--- config.mk ---
export PLATFORM = sky130hd
export DESIGN_NAME = picRegIf
export DESIGN_NICKNAME = d
export VERILOG_FILES = /design/src/rtl/picRegPkg.sv /design/src/rtl/picRegCtrl.sv /design/src/rtl/picRegDatapath.sv /design/src/rtl/picRegIf.sv
export SDC_FILE = /design/constraint.sdc
export NUM_CORES = 1
export LEC_CHECK = 0
export BUFFER_PORTS_ARGS = -buffer_cell sky130_fd_sc_hd__buf_2
export CAP_MARGIN = 0
export CORE_UTILIZATION = 30
export DETAILED_ROUTE_END_ITERATION = 8
export GPL_TIMING_DRIVEN = 0
export PLACE_DENSITY = 0.52
export SETUP_SLACK_MARGIN = 0.3
export SLEW_MARGIN = 20
export SYNTH_ARGS = -nofsm -noshare
export SYNTH_HDL_FRONTEND = slang
export SYNTH_SLANG_ARGS = --single-unit
--- constraint.sdc ---
create_clock -name clk -period 3.8 [get_ports clk]
set_input_delay 0.76 -clock clk [delete_from_list [all_inputs] [get_ports clk]]
set_output_delay 0.76 -clock clk [all_outputs]
set_load 0.01 [all_outputs]
--- src/rtl/picRegPkg.sv ---
package picRegPkg;
  localparam int LINES  = 8;
  localparam int LINE_W = $clog2(LINES);
  localparam int DATA_W = 8;

  typedef enum logic [1:0] {
    STEP_NORM = 2'd0,
    STEP_BASE = 2'd1,
    STEP_CASC = 2'd2,
    STEP_MODE = 2'd3
  } initStep_t;

  typedef struct packed {
    logic              clrAll;
    logic              ldBase;
    logic              ldMask;
    logic              nsEoi;
    logic              nsRot;
    logic              spEoi;
    logic              setRot;
    logic              ack;
    logic              ackSetIsr;
    logic              ackRot;
    logic [LINE_W-1:0] cmdLine;
    logic [LINE_W-1:0] ackLine;
    logic [DATA_W-1:0] data;
  } strobe_t;

  // Highest-priority set bit, scanning upward from the rotation base.
  // Returns {found, line}.
  function automatic logic [LINE_W:0] topInService(
    input logic [LINES-1:0]  bits,
    input logic [LINE_W-1:0] base
  );
    logic              found;
    logic [LINE_W-1:0] line;
    logic [LINE_W-1:0] idx;
    found = 1'b0;
    line  = '0;
    for (int k = 0; k < LINES; k++) begin
      idx = base + LINE_W'(k);
      if (!found && bits[idx]) begin
        found = 1'b1;
        line  = idx;
      end
    end
    return {found, line};
  endfunction
endpackage

--- src/rtl/picRegCtrl.sv ---
module picRegCtrl
  import picRegPkg::*;
(
  input  logic              clk,
  input  logic              rstN,
  input  logic              wrEn,
  input  logic              rdEn,
  input  logic              addr,
  input  logic [DATA_W-1:0] wrData,
  input  logic              intAck,
  input  logic              winValid,
  input  logic [LINE_W-1:0] winLine,
  output strobe_t           stb,
  output logic              pollArmed,
  output logic              readIsr,
  output logic              specialMask,
  output logic              nestedMode
);
  initStep_t stepQ;
  logic      wantMode;
  logic      singleMode;
  logic      autoEoi;
  logic      rotOnAeoi;

  logic       wr0, wr1, isInit, isMode, isCmd;
  logic [2:0] cmd;
  logic       pollRead, hwAck;

  always_comb begin
    wr0      = wrEn && !addr;
    wr1      = wrEn && addr;
    isInit   = wr0 && wrData[4];
    isMode   = wr0 && !wrData[4] && wrData[3];
    isCmd    = wr0 && !wrData[4] && !wrData[3];
    cmd      = wrData[7:5];
    pollRead = rdEn && pollArmed && !wrEn;
    hwAck    = intAck && winValid && !wrEn && !pollRead;
  end

  always_comb begin
    stb           = '0;
    stb.data      = wrData;
    stb.cmdLine   = wrData[LINE_W-1:0];
    stb.ackLine   = winLine;
    stb.clrAll    = isInit;
    stb.ldBase    = wr1 && (stepQ == STEP_BASE);
    stb.ldMask    = wr1 && (stepQ == STEP_NORM);
    stb.nsEoi     = isCmd && (cmd == 3'd1 || cmd == 3'd5);
    stb.nsRot     = cmd == 3'd5;
    stb.spEoi     = isCmd && (cmd == 3'd3 || cmd == 3'd7);
    stb.setRot    = isCmd && (cmd == 3'd6 || cmd == 3'd7);
    stb.ack       = (pollRead && winValid) || hwAck;
    stb.ackSetIsr = !autoEoi;
    stb.ackRot    = autoEoi && rotOnAeoi;
  end

  always_ff @(posedge clk) begin
    if (!rstN) begin
      stepQ       <= STEP_NORM;
      wantMode    <= 1'b0;
      singleMode  <= 1'b0;
      autoEoi     <= 1'b0;
      rotOnAeoi   <= 1'b0;
      pollArmed   <= 1'b0;
      readIsr     <= 1'b0;
      specialMask <= 1'b0;
      nestedMode  <= 1'b0;
    end else if (isInit) begin
      stepQ       <= STEP_BASE;
      wantMode    <= wrData[0];
      singleMode  <= wrData[1];
      autoEoi     <= 1'b0;
      rotOnAeoi   <= 1'b0;
      pollArmed   <= 1'b0;
      readIsr     <= 1'b0;
      specialMask <= 1'b0;
      nestedMode  <= 1'b0;
    end else begin
      if (wr1) begin
        unique case (stepQ)
          STEP_BASE: stepQ <= singleMode ? (wantMode ? STEP_MODE : STEP_NORM) : STEP_CASC;
          STEP_CASC: stepQ <= wantMode ? STEP_MODE : STEP_NORM;
          STEP_MODE: begin
            nestedMode <= wrData[4];
            autoEoi    <= wrData[1];
            stepQ      <= STEP_NORM;
          end
          default:   stepQ <= STEP_NORM;
        endcase
      end
      if (isMode) begin
        if (wrData[2]) pollArmed   <= 1'b1;
        if (wrData[1]) readIsr     <= wrData[0];
        if (wrData[6]) specialMask <= wrData[5];
      end
      if (isCmd && (cmd == 3'd0 || cmd == 3'd4)) rotOnAeoi <= cmd[2];
      if (pollRead) pollArmed <= 1'b0;
    end
  end
endmodule

--- src/rtl/picRegDatapath.sv ---
module picRegDatapath
  import picRegPkg::*;
(
  input  logic              clk,
  input  logic              rstN,
  input  strobe_t           stb,
  input  logic              addr,
  input  logic              pollArmed,
  input  logic              readIsr,
  input  logic [LINES-1:0]  irqReq,
  input  logic              winValid,
  input  logic [LINE_W-1:0] winLine,
  output logic [DATA_W-1:0] rdData,
  output logic [DATA_W-1:0] vector,
  output logic [LINES-1:0]  isrQ,
  output logic [LINES-1:0]  imrQ,
  output logic [LINE_W-1:0] rotQ
);
  localparam logic [DATA_W-1:0] LOW_MASK = DATA_W'(LINES - 1);

  logic [DATA_W-1:0] baseQ, baseNxt;
  logic [LINES-1:0]  isrNxt, imrNxt;
  logic [LINE_W-1:0] rotNxt;
  logic              hpFound;
  logic [LINE_W-1:0] hpLine;

  always_comb begin
    {hpFound, hpLine} = topInService(isrQ, rotQ);
    isrNxt  = isrQ;
    imrNxt  = imrQ;
    rotNxt  = rotQ;
    baseNxt = baseQ;
    if (stb.clrAll) begin
      isrNxt  = '0;
      imrNxt  = '0;
      rotNxt  = '0;
      baseNxt = '0;
    end else begin
      if (stb.ldBase) baseNxt = stb.data & ~LOW_MASK;
      if (stb.ldMask) imrNxt = stb.data[LINES-1:0];
      if (stb.nsEoi && hpFound) begin
        isrNxt[hpLine] = 1'b0;
        if (stb.nsRot) rotNxt = hpLine + LINE_W'(1);
      end
      if (stb.spEoi)  isrNxt[stb.cmdLine] = 1'b0;
      if (stb.setRot) rotNxt = stb.cmdLine + LINE_W'(1);
      if (stb.ack) begin
        if (stb.ackSetIsr) isrNxt[stb.ackLine] = 1'b1;
        if (stb.ackRot)    rotNxt = stb.ackLine + LINE_W'(1);
      end
    end
  end

  always_ff @(posedge clk) begin
    if (!rstN) begin
      isrQ  <= '0;
      imrQ  <= '0;
      rotQ  <= '0;
      baseQ <= '0;
    end else begin
      isrQ  <= isrNxt;
      imrQ  <= imrNxt;
      rotQ  <= rotNxt;
      baseQ <= baseNxt;
    end
  end

  always_comb begin
    if (pollArmed) begin
      rdData = winValid ? {1'b1, {(DATA_W-1-LINE_W){1'b0}}, winLine} : '0;
    end else if (addr) begin
      rdData = DATA_W'(imrQ);
    end else begin
      rdData = readIsr ? DATA_W'(isrQ) : DATA_W'(irqReq);
    end
    vector = baseQ | DATA_W'(winValid ? winLine : LINE_W'(LINES - 1));
  end
endmodule

--- src/rtl/picRegIf.sv ---
module picRegIf
  import picRegPkg::*;
(
  input  logic              clk,
  input  logic              rstN,
  input  logic              wrEn,
  input  logic              rdEn,
  input  logic              addr,
  input  logic [DATA_W-1:0] wrData,
  output logic [DATA_W-1:0] rdData,
  input  logic [LINES-1:0]  irqReq,
  input  logic              winValid,
  input  logic [LINE_W-1:0] winLine,
  input  logic              intAck,
  output logic [DATA_W-1:0] vector,
  output logic              ackFire,
  output logic [LINE_W-1:0] ackLine,
  output logic [LINES-1:0]  inService,
  output logic [LINES-1:0]  maskOut,
  output logic [LINE_W-1:0] rotBase,
  output logic              specialMask,
  output logic              nestedMode
);
  strobe_t stb;
  logic    pollArmed;
  logic    readIsr;

  picRegCtrl uCtrl (
    .clk         (clk),
    .rstN        (rstN),
    .wrEn        (wrEn),
    .rdEn        (rdEn),
    .addr        (addr),
    .wrData      (wrData),
    .intAck      (intAck),
    .winValid    (winValid),
    .winLine     (winLine),
    .stb         (stb),
    .pollArmed   (pollArmed),
    .readIsr     (readIsr),
    .specialMask (specialMask),
    .nestedMode  (nestedMode)
  );

  picRegDatapath uData (
    .clk       (clk),
    .rstN      (rstN),
    .stb       (stb),
    .addr      (addr),
    .pollArmed (pollArmed),
    .readIsr   (readIsr),
    .irqReq    (irqReq),
    .winValid  (winValid),
    .winLine   (winLine),
    .rdData    (rdData),
    .vector    (vector),
    .isrQ      (inService),
    .imrQ      (maskOut),
    .rotQ      (rotBase)
  );

  assign ackFire = stb.ack;
  assign ackLine = stb.ackLine;
endmodule

# Yosys cells after proc, flatten, opt, wreduce, memory -nomap -nowiden
# Cells that the tools add are included.
# classes
addsub,10
bitwise_logic,7
n_mux,59
reduce_logical,56
order_cmp,14
eq_ne,9
# ops
op,n
two-way mux 8 bit,10
"less-than comparator 3 x 4 -> 1 bit, second input constant",11
two-way mux 3 bit,14
logical AND 1 bit,30
binary-select mux 1 bit (select 3 bit),8
two-way mux 1 bit,21
bitwise AND 8 bit,2
NOT 8 bit,2
OR 8 bit,2
"adder 3 x 1 -> 3 bit, second input constant",4
"adder 3 bit, second input constant",4
"equality test 3 bit, second input constant",4
logical NOT 1 bit,12
demux 1 bit (select 3 bit),3
">= comparator 3 x 1 -> 1 bit, second input constant",3
AND reduction 2 bit,4
"adder 3 x 2 -> 3 bit, second input constant",2
logical OR 1 bit,5
"equality test 2 bit, second input constant",2
two-way mux 2 bit,2
case mux 2 bit (2 select lines),1
"equality test 3 x 1 -> 1 bit, second input constant",1
"equality test 3 x 2 -> 1 bit, second input constant",1
logical NOT 3 bit,1
other kinds (6),6
# totals
wordCells,169
output_inout_bits,41
reg_bits,34
in_bits,26

# Depth between registers and ports, before layout
# depth
ltp_word,38
ltp_mapped,13
depth_no_buf,10

# Hierarchy
# Synthesis repeated with hierarchy kept, for this count alone.
# hier_totals
hier_cells,414
hier_area_um2,3454.6
# by_module_without_submodules
module,area_each_um2,cells_each,seq_area_each_um2,instances
picRegDatapath,2733.9,330,480.5,1
picRegCtrl,720.7,84,200.2,1

# Worst setup path before layout
# Ideal clock, no wire load.
# synth_timing
path_type,register -> register
start,register uData.rotQ[1]
end,register uData.isrQ[7]
synth_period_minus_slack_ns,3.406
setup_time_ns,0.118
required_time_ns,3.682
setup_slack_ns,0.394
path_stages_with_launch,14
arrival_ns,3.288
path_buffers,3
cell_sequence,dfxtp_1 buf_4 inv_1 ha_1 clkbuf_1 mux4_1 mux2i_4 nor2b_4 nand3_4 nor3_2 o32a_1 buf_4 or4b_1 o2bb2ai_1
# synth_via
elab_chain_len,38
word_cells_on_any_way,69
cone_classes,7 x add/sub; 2 x order compare; 40 x mux; 4 x bitwise; 16 x reduce/logical
# synth_rtl
item,line_no,source
from (decl),picRegDatapath.sv:17,output logic [LINE_W-1:0] rotQ
from (signal assigned),picRegDatapath.sv:63,rotQ <= rotNxt;
branches (longest 30 deep; another with adder 3 x 1 -> 3 bit),-,
two-way mux 8 bit *,picRegDatapath.sv:41,if (stb.nsEoi && hpFound) begin
two-way mux 8 bit *,picRegDatapath.sv:33,if (stb.clrAll) begin
bitwise AND 8 bit (no source line),-,
two-way mux 8 bit *,picRegDatapath.sv:45,if (stb.spEoi) isrNxt[stb.cmdLine] = 1'b0;
two-way mux 8 bit *,picRegDatapath.sv:33,
OR 8 bit (no source line),-,
two-way mux 8 bit,picRegDatapath.sv:48,if (stb.ackSetIsr) isrNxt[stb.ackLine] = 1'b1;
two-way mux 8 bit *,picRegDatapath.sv:47,if (stb.ack) begin
to (signal assigned),picRegDatapath.sv:61,isrQ <= isrNxt;
to (decl),picRegDatapath.sv:15,"output logic [LINES-1:0] isrQ,"
# Mark *: on every way between the ends. The select of a mux whose other input is x is not followed.
# A chain may end at the register's enable or synchronous reset.

# Final worst setup path
# layout_timing
start,register uData.rotQ[0]
end,register uData.isrQ[7]
# Same word-level chain as after synthesis.

==> results by group <==
Logic synthesis
  • Seq cells post-synth: 34
  • Synth Net Count: 388
  • Largest area contributor in the netlist: dfxtp_1
  • Mapped Avg Cell Area: 8.073 um2
  • Synth top area share: 0.2382
  • Sequential share of the synthesized area: 0.2382
  • Post-synth EDFFs: 0
  • Post-synthesis cell area: around 2900 um2
  • Syn. warnings: 0
  • Synth cell types: 65
  • Post-synth ARST share: 0
  • Count leader, synth: a21oi_1
  • Cells after Synth: 354
  • Top cells by area, synth: dfxtp_1 (24%), a21oi_1 (6.7%), mux2i_1 (6.0%), mux4_2 (4.7%), nand2_1 (4.5%)
  • Post-synth top cells: a21oi_1 (38), dfxtp_1 (34), nand2_1 (34), nand3_1 (25), nor2_1 (22)
  • Synth Flop Type: dfxtp_1

Floorplanning
  • Initial Util: 0.3093
  • Number of cell rows: 35
  • Die H: approximately 100 um
  • IO Pins: 67
  • DIE AREA: about 9900 um2
  • Die width: 99.60 um
  • Core ar.: slightly above 9000 um2

Global route
  • Initial antenna violation count: 0
  • First-pass GRT wire length: about 14000 um
  • Largest net degree at the start of global routing: 13
  • Total track usage: 0.1809
  • Vias in the first global route: 2711
  • Remaining global-route overflow: 0

Routing
  • WL met3: 369 um
  • Max Used Layer: met4
  • Vias/cell: 5.383
  • # DRC: 0
  • WL final: 9114 um
  • Drt initial violations: roughly 150
  • Detailed Routing Iterations Pass 1: 5
  • Metal2 WL: 4193 um
  • Post-DRT Antenna Nets: 0
  • DRT met1 WL: 4481 um
  • Vias: ~3000
  • Drt wl/cell: 16.45 um

Cells and area
  • Fin nets: 458
  • Reg area: 688.2 um2
  • FILL cells: 954
  • Multi-input gate area: about 2000 um2
  • P&R area growth vs syn: 23.03%
  • Diode count: 0
  • Fraction of layout cells with a size suffix above 1: 0.2518

Place
  • GPL Wtd Cong: 0.8222
  • Pre-CTS WS: -0.1428 ns
  • Post-detail-place hpwl: 6840 um
  • IO Port Bufs: 61

Worst setup path
  • CP startpoint kind: flop
  • R2r setup slk: between 0.4 and 0.5 ns
  • R2R Path End: uData.isrQ[7]
  • Worst reg-to-reg path cell count: 13
  • Critical path endpoint category: flop
  • Worst Setup EP: uData.isrQ[7]
  • CP required: 3.99 ns
  • Worst Setup SP: uData.rotQ[0]
  • CP Class: flop to flop
  • Critical path fanouts, max: 10
  • Worst r2r src: uData.rotQ[0]
  • Arr. time, crit path: ~3.6 ns

CTS
  • TritonCTS buffer count: 5
  • Hold_buf cts: 0
  • CTS root buf: clkbuf_8
  • Clk slew on worst S/H paths: 0.08 ns
  • Htree depth: 2
  • Clock tree sinks: 34
  • Worst skew pair latency: 0.29 ns
  • CTS tree: yes
  • Maximum clock path buffer count: 2

STA
  • Worst Skew: ~0.0047 ns
  • Setup TNS: 0 ns
  • Hold_ws: 0.4589 ns
  • Fin crit share: 0.8874
  • Worst-margin pin slew: 0.7812 ns
  • Max Slew Vio Count: 0
  • Final hold vios: 0
  • Setup ws final: 0.4280 ns
  • Period minus WS final: approximately 3.4 ns
  • Final Setup Violations: 0
  • FMAX: 296.6 MHz
  • RSZ-0062 raised after global routing: false
  • Slew headroom: 0.4781

Worst hold path
  • Hold Crit Class: flop to flop

Pwr
  • Pwr Density: 266.9 nW/um2
  • Peak VDD IR: around 0.00015 V
  • LEAKAGE: 0.001373 uW

Status
  • Status: finished clean

Flow run
  • Max-cap viol count: 0
-- state kept, by name, indices dropped and copies added (netlist names), 2 cells and up --
name and cells:
uData.baseQ 5, uData.imrQ 8, uCtrl.stepQ 2, uData.rotQ 3, uData.isrQ 8
-- critical path, stage by stage, from the launching register on --
cell and delay [ns]:
dfxtp_4 0.36, buf_8 0.13, inv_1 0.08, ha_1 0.32
buf_6 0.16, mux2_2 0.35, a221oi_2 0.25, a32o_2 0.33
o21ai_0 0.13, nor3_1 0.18, o32a_1 0.23, buf_6 0.15
or4b_1 0.46, o2bb2ai_1 0.14
-- final cells by class --
| cell class | count | share of cell area |
|---|---|---|
| timing repair buffer | 63 | 0.09110 |
| inverter | 12 | 0.01281 |
| clock inverter | 3 | 0.01957 |
| sequential | 34 | 0.1957 |
| buffer | 24 | 0.03950 |
| multi-input combinational | 284 | 0.5758 |
| clock buffer | 5 | 0.01957 |
| tap | 129 | 0.04591 |
-- where the power goes --
group,internal (uW),leakage (uW),switching [uW],total (uW)
clock network,263,0.0000683,149,412
logic,59.6,0.00103,96.5,156
registers,362,0.000277,8.25,370
total,685,0.00137,254,938
-- how the worst min path moves through the flow --
| stage | start | endpoint | slack, ns | cells past startpoint |
|---|---|---|---|---|
| after floorplan | uCtrl.autoEoi | uCtrl.autoEoi | 0.47 | 2 |
| after global placement | uData.baseQ[5] | uData.baseQ[5] | 0.44 | 2 |
| after detailed placement | uData.baseQ[5] | uData.baseQ[5] | 0.45 | 2 |
| after CTS | uData.baseQ[5] | uData.baseQ[5] | 0.46 | 2 |
| after global routing | uData.baseQ[5] | uData.baseQ[5] | 0.48 | 2 |
| final | uData.baseQ[6] | uData.baseQ[6] | 0.46 | 2 |
-- kinds of logic after synthesis --
kind of cell | synth area share
AND/OR/NAND/NOR | 0.2456
flip-flops | 0.2382
AO/OA/AOI/OAI | 0.2303
buffers and inverters | 0.05648
adder cells (fa/ha/maj) | 0.03503
XOR/XNOR | 0.01839
multiplexers | 0.1760
-- metal layers --
layer / track usage / up-vias
met1: 0.2556 / 1441
met4: 0.03394 / 0
li1: - / 1442
met5: 0 / -
met2: 0.2922 / 91
met3: 0.02881 / 8
-- through the flow --
step | util | std cells | power (uW) | cell area (um2)
2_1_floorplan | - | 354 | 471.2 | 2858
6_report | 0.3805 | 554 | 938.4 | 3516
5_1_grt | 0.3805 | 554 | 975.8 | 3516
4_1_cts | 0.3759 | 552 | 941.9 | 3473
3_3_place_gp | 0.3598 | 544 | 530.5 | 3324
3_5_place_dp | 0.3598 | 544 | 532.0 | 3324
-- timing repair --
item                       in CTS  in global routing
setup buffers                   0                  2
pin swaps                       1                  3
setup endpoints to repair      11                  7
gates resized for setup         8                  7
-- cells in the final DEF (no fill, tap or decap), types with 3 or more instances in the layout --
master	netlist	routed
inv_1	12	12
ha_1	8	8
nand3b_1	3	3
o21ai_0	17	17
o211ai_1	7	7
nand2_1	34	34
xnor2_1	3	3
a31oi_1	4	4
mux2i_1	17	17
nor2_1	22	22
a21oi_1	38	38
nor2b_1	7	7
o21ai_1	3	3
and2_1	3	3
nand3_1	25	25
buf_2	0	61
nor3b_1	6	6
mux2_2	4	4
mux4_2	6	7
buf_1	3	3
nor3_1	5	5
xor2_1	3	3
clkbuf_8	0	5
clkbuf_1	15	14
o22ai_1	6	6
buf_4	5	5
dfxtp_1	34	32
nand2b_1	14	14
(Power assumes the default switching activity.)
